[src/rtl/sdram_cmd_seq.sv]
module sdram_cmd_seq #(
  parameter int NUM_CS = 4,
  parameter int CNT_W  = 16,
  localparam int CS_W  = (NUM_CS > 1) ? $clog2(NUM_CS) : 1
) (
  input  logic              clk,
  input  logic              rst_n,
  input  logic              cmd_valid,
  input  logic [3:0]        cmd_code,
  input  logic [CS_W-1:0]   cmd_cs,
  input  logic [CNT_W-1:0]  txsr_cycles,
  input  logic [CNT_W-1:0]  pwrup_cycles,
  output logic              busy,
  output logic              done,
  output logic              cmd_err,
  output logic [NUM_CS-1:0] sd_cs_n,
  output logic              sd_ras_n,
  output logic              sd_cas_n,
  output logic              sd_we_n,
  output logic              sd_cke
);

  localparam logic [3:0] C_NOP    = 4'h0;
  localparam logic [3:0] C_AREF   = 4'h2;
  localparam logic [3:0] C_DPD_IN = 4'h3;
  localparam logic [3:0] C_DPD_OUT= 4'h4;
  localparam logic [3:0] C_SR_IN  = 4'h5;
  localparam logic [3:0] C_SR_OUT = 4'h6;
  localparam logic [3:0] C_CKE_HI = 4'h7;
  localparam logic [3:0] C_CKE_LO = 4'h8;

  typedef enum logic [2:0] {S_IDLE, S_ONE, S_HOLD, S_XSR, S_AREF} st_t;

  st_t              st;
  logic [3:0]       op;
  logic [CNT_W-1:0] cnt;
  logic [NUM_CS-1:0] sel_n;
  logic             cke_q;
  logic             take, known, cnt_last;

  assign busy     = (st != S_IDLE);
  assign take     = cmd_valid && !busy;
  assign cnt_last = (cnt <= CNT_W'(1));

  always_comb begin
    case (cmd_code)
      C_NOP, C_AREF, C_DPD_IN, C_DPD_OUT,
      C_SR_IN, C_SR_OUT, C_CKE_HI, C_CKE_LO: known = 1'b1;
      default:                               known = 1'b0;
    endcase
  end

  always_ff @(posedge clk or negedge rst_n) begin
    if (!rst_n) begin
      st      <= S_IDLE;
      op      <= C_NOP;
      cnt     <= '0;
      sel_n   <= '1;
      cke_q   <= 1'b0;
      done    <= 1'b0;
      cmd_err <= 1'b0;
    end else begin
      done    <= 1'b0;
      cmd_err <= 1'b0;
      case (st)
        S_IDLE: if (take) begin
          if (!known) begin
            cmd_err <= 1'b1;
          end else begin
            op    <= cmd_code;
            sel_n <= ~({{(NUM_CS-1){1'b0}}, 1'b1} << cmd_cs);
            case (cmd_code)
              C_NOP: begin
                st  <= S_HOLD;
                cnt <= pwrup_cycles;
              end
              C_SR_OUT: begin
                st    <= S_XSR;
                cnt   <= txsr_cycles;
                cke_q <= 1'b1;
              end
              C_AREF, C_DPD_OUT, C_CKE_HI: begin
                st    <= S_ONE;
                cke_q <= 1'b1;
              end
              default: begin
                st    <= S_ONE;
                cke_q <= 1'b0;
              end
            endcase
          end
        end
        S_ONE: begin
          st   <= S_IDLE;
          done <= 1'b1;
        end
        S_HOLD: begin
          if (cnt_last) begin
            st   <= S_IDLE;
            done <= 1'b1;
          end else begin
            cnt <= cnt - CNT_W'(1);
          end
        end
        S_XSR: begin
          if (cnt_last) st <= S_AREF;
          else          cnt <= cnt - CNT_W'(1);
        end
        S_AREF: begin
          st   <= S_IDLE;
          done <= 1'b1;
        end
        default: st <= S_IDLE;
      endcase
    end
  end

  logic refresh_pat, dpd_pat;
  assign refresh_pat = (st == S_AREF) ||
                       (st == S_ONE && (op == C_AREF || op == C_SR_IN));
  assign dpd_pat     = (st == S_ONE) && (op == C_DPD_IN);

  assign sd_cs_n  = (st == S_ONE && op == C_DPD_OUT) ? '1 : sel_n;
  assign sd_ras_n = !refresh_pat;
  assign sd_cas_n = !refresh_pat;
  assign sd_we_n  = !dpd_pat;
  assign sd_cke   = cke_q;

endmodule

[config.mk]
export PLATFORM = sky130hd
export DESIGN_NAME = sdram_cmd_seq
export DESIGN_NICKNAME = d
export VERILOG_FILES = /design/src/rtl/sdram_cmd_seq.sv
export SDC_FILE = /design/constraint.sdc
export NUM_CORES = 1
export LEC_CHECK = 0
export BUFFER_PORTS_ARGS = -buffer_cell sky130_fd_sc_hd__buf_2
export CORE_AREA = 3 3 90 92
export CTS_BUF_LIST = sky130_fd_sc_hd__clkbuf_4
export CTS_CLUSTER_DIAMETER = 80
export DETAILED_ROUTE_END_ITERATION = 8
export DIE_AREA = 0 0 93 95
export PLACE_DENSITY = 0.48
export RECOVER_POWER = 25
export SLEW_MARGIN = 20
export SYNTH_ARGS = -nofsm -noshare
export SYNTH_HDL_FRONTEND = slang
export SYNTH_SLANG_ARGS = --single-unit
[constraint.sdc]
create_clock -name clk -period 2.05 [get_ports clk]
set_input_delay 0.41 -clock clk [delete_from_list [all_inputs] [get_ports clk]]
set_output_delay 0.41 -clock clk [all_outputs]
set_load 0.01 [all_outputs]
==> summary.txt <==
Clock network
  – Clock-pin slew on the worst setup and hold paths: 0.10 ns
  – Clk buf depth: 2
  – CTS tree: built
  – H-tree depth: 2
  – Clock sink total: 30
  – Root Buffer: clkbuf_4
  – Worst skew pair latency: 0.34 ns
  – CTS buffer count: 5

Placed design
  – DPL Wire Length: 4190 microns
  – Quantity of I/O buffers inserted on ports: 51
  – RePlAce Congestion: 0.854
  – Pre-CTS setup slack: 0.0826 ns

Critical path
  – Crit. End Element: flop
  – Setup crit start kind: flop
  – Crit-path max FO: 4
  – WS Path Type: flop to flop
  – Worst Path Required: 2.28 ns
  – WP data arrival: between 2 and 2.5 ns

STA
  – Max-slew violations: 31
  – Worst-Margin Slew: between 1.5 and 2 ns
  – Final worst slack: between 0.1 and 0.15 ns
  – Fin. Hold Viols: 0
  – RSZ-0062 raised after global routing: false
  – Fmax: 517 MHz
  – Ratio of final minimum period to clock period: 94.3%
  – Setup violations, final: 0
  – Clock Skews: 0.0154 ns
  – Setup TNS Final: 0 ns
  – Worst Hold Slack: 0.334 ns
  – Slew HR: -19.3%
  – Final Critical Period: a little under 2 ns

Logic synthesis
  – Number of synthesized flops with an enable pin: 0
  – Seq cells post-synth: 30
  – Ranking of synthesized cells by area: dfrtp_1 33%, mux2i_1 7.1%, dfstp_2 5.3%
  – Most common flop cell mapped by yosys: dfrtp_1
  – Register area share after synthesis: 38.2%
  – Cells after Synth: 213
  – Synth top area share: around a third
  – Syn Area/Cell: 9.28 sq um
  – Post-synth cell types: 59
  – Yosys top cell by area: dfrtp_1
  – Mapped Area: 1980 sq um
  – Ys async rst share: 100%
  – Syn nets: 256
  – Yosys warns: 0
  – Most common cell in the netlist: dfrtp_1
  – Synth top cells by count: 26 x dfrtp_1, 22 x nand2_1, 21 x nor2_1, 14 x mux2i_1, 12 x o21ai_0

Floorplan
  – Row count: 31
  – DIE AREA: approximately 8800 sq um
  – IO Pins: 52
  – Die width: 93 microns
  – Core region area: 7290 sq um
  – Initial core utilization: 27.1%
  – Die H: 95 microns

Drt
  – WL final: around 5600 microns
  – DRT iter0 DRCs: 116
  – Vias post-DR: 1,886
  – Routed WL per cell: 14.4 microns
  – Drt via density: 4.87
  – Post-route DRC violation count: 0
  – ANT nets after route: 0
  – Drt pass-1 iters: 4

Min path
  – HP Class: input port to flop

GRT
  – GR Util All Layers: 13.3%
  – Vias in the first global route: between 1,500 and 2,000
  – Largest net degree at the start of global routing: 31
  – First-pass GRT wire length: 9180 microns
  – Initial antenna violation count: 0
  – Gr ovfl total: 0

Run status
  – Failing checks: max-capacitance violations, max-slew violations
  – Outcome: finished, violations left

Finish
  – Final nets: 330
  – Seq. cell area: 759 sq um
  – ANT cells: 0
  – Proportion of layout cells with a drive suffix above 1: 40.3%
  – FILL cells: 793
  – Multi-input gate area: 1180 sq um
  – Syn-to-layout area delta: 33.0%

Pwr
  – Maximum VDD drop: 0.311 mV
  – Pwr dens: ~1200 nW/um^2
  – Leakage: ~0.0011 uW
  – Tot Pwr: roughly 3200 uW

Flow run
  – Max Cap Viol: 1
-- final cells by class --
| class | count | share of cell area, % |
|---|---|---|
| repair buffers | 78 | 17.8 |
| clock buffers | 6 | 1.71 |
| multi-input cells | 168 | 45.0 |
| well taps | 99 | 4.71 |
| inverters | 4 | 0.571 |
| clock inverters | 2 | 1.29 |
| flip-flops and latches | 30 | 28.9 |
-- through the flow --
| step | std cells | util [%] | area (sq um) |
|---|---|---|---|
| 5_1_grt | 387 | 36.1 | 2630 |
| 3_5_place_dp | 374 | 34.1 | 2480 |
| 3_3_place_gp | 374 | 34.1 | 2480 |
| 4_1_cts | 382 | 35.3 | 2580 |
| 6_report | 387 | 36.1 | 2630 |
| 2_1_floorplan | 213 | - | 1980 |
-- cells in the final DEF, fill, tap and decap left out, types with 2 or more instances in the layout --
cell       n
a32o_1     2
a32oi_1    2
nand4_1    2
buf_2     50
a31oi_1    2
a21oi_1    9
mux2i_1   14
nand2b_1   5
nand2_1   22
o21ai_0   11
o22a_1     2
inv_1      3
a21o_1     2
o311ai_0   3
nand3_1    5
dfrtp_1   23
o31ai_1    5
nor4b_4    2
nor3_1     5
a221o_1    2
clkbuf_4   6
nor2_1    21
dfstp_2    4
o22ai_1    3
or3_4      2
dfrtp_2    3
nor4_1     3
nor2b_1    4
xnor2_1    2
o32ai_1    2
buf_4     26
o21ai_2    2
mux2_2     7
ha_1       2
-- metal layers --
metal | vias up | track usage, % | routed length [microns] | part of all wire, %
li1 | 953 | - | - | -
met1 | 892 | 17.3 | 2540 | 46
met2 | 37 | 22.5 | 2790 | 50
met3 | 4 | 2.55 | 198 | 3.5
met4 | 0 | 4.03 | 53 | 0.95
met5 | - | 0 | 0 | 0
-- worst max-delay path, cell delays in order, from the launching register on --
cell and delay [ns]:
dfrtp_1 0.41, or3_4 0.40, or3_4 0.36, or4_4 0.43, a31oi_1 0.15, o31ai_1 0.08
-- path summary, 6_finish.rpt --
kind                            from       end  slack, ns  cells past startpoint
setup / recovery             cnt[10]   cnt[14]       0.12                      5
hold / removal             cmd_cs[1]  sel_n[0]       0.33                      3
setup reg to reg             cnt[10]   cnt[14]       0.12                      5
hold reg to reg             sel_n[1]  sel_n[1]       0.48                      2
max in group asynchronous      rst_n     st[0]       0.35                      1
min in group asynchronous      rst_n     st[1]       0.54                      1
-- cell families (layout without fill, tap and decap cells) --
family | Yosys count | in the layout | synth area share (%)
buffers and inverters | 15 | 90 | 3.99
multiplexers | 21 | 21 | 11.1
AND/OR/NAND/NOR | 85 | 85 | 23.9
AO/OA/AOI/OAI | 58 | 58 | 20.6
XOR/XNOR | 2 | 2 | 0.886
flip-flops | 30 | 30 | 38.2
adder cells (fa/ha/maj) | 2 | 2 | 1.27
-- where the power goes --
group          internal [uW]  switching [uW]  total, uW  leakage [uW]
sequential               884             282       1170      0.000346
clock                    267             227        494     0.0000433
combinational            768             763       1530      0.000724
-- what timing repair did --
item / in CTS / in global routing
hold buffers: 0 / 0
setup buffers: 0 / 5
setup endpoints to repair: 7 / 20
gates cloned: 0 / 0
pin swaps: 0 / 3
gates resized for setup: 3 / 6
-- sequential cells by signal, indices dropped and copies added, names as in the netlist --
register  cells
cmd_err       1
cnt          16
done          1
op            4
sd_cke        1
sel_n         4
st            3
No activity file was read; power rests on OpenSTA's default activity.
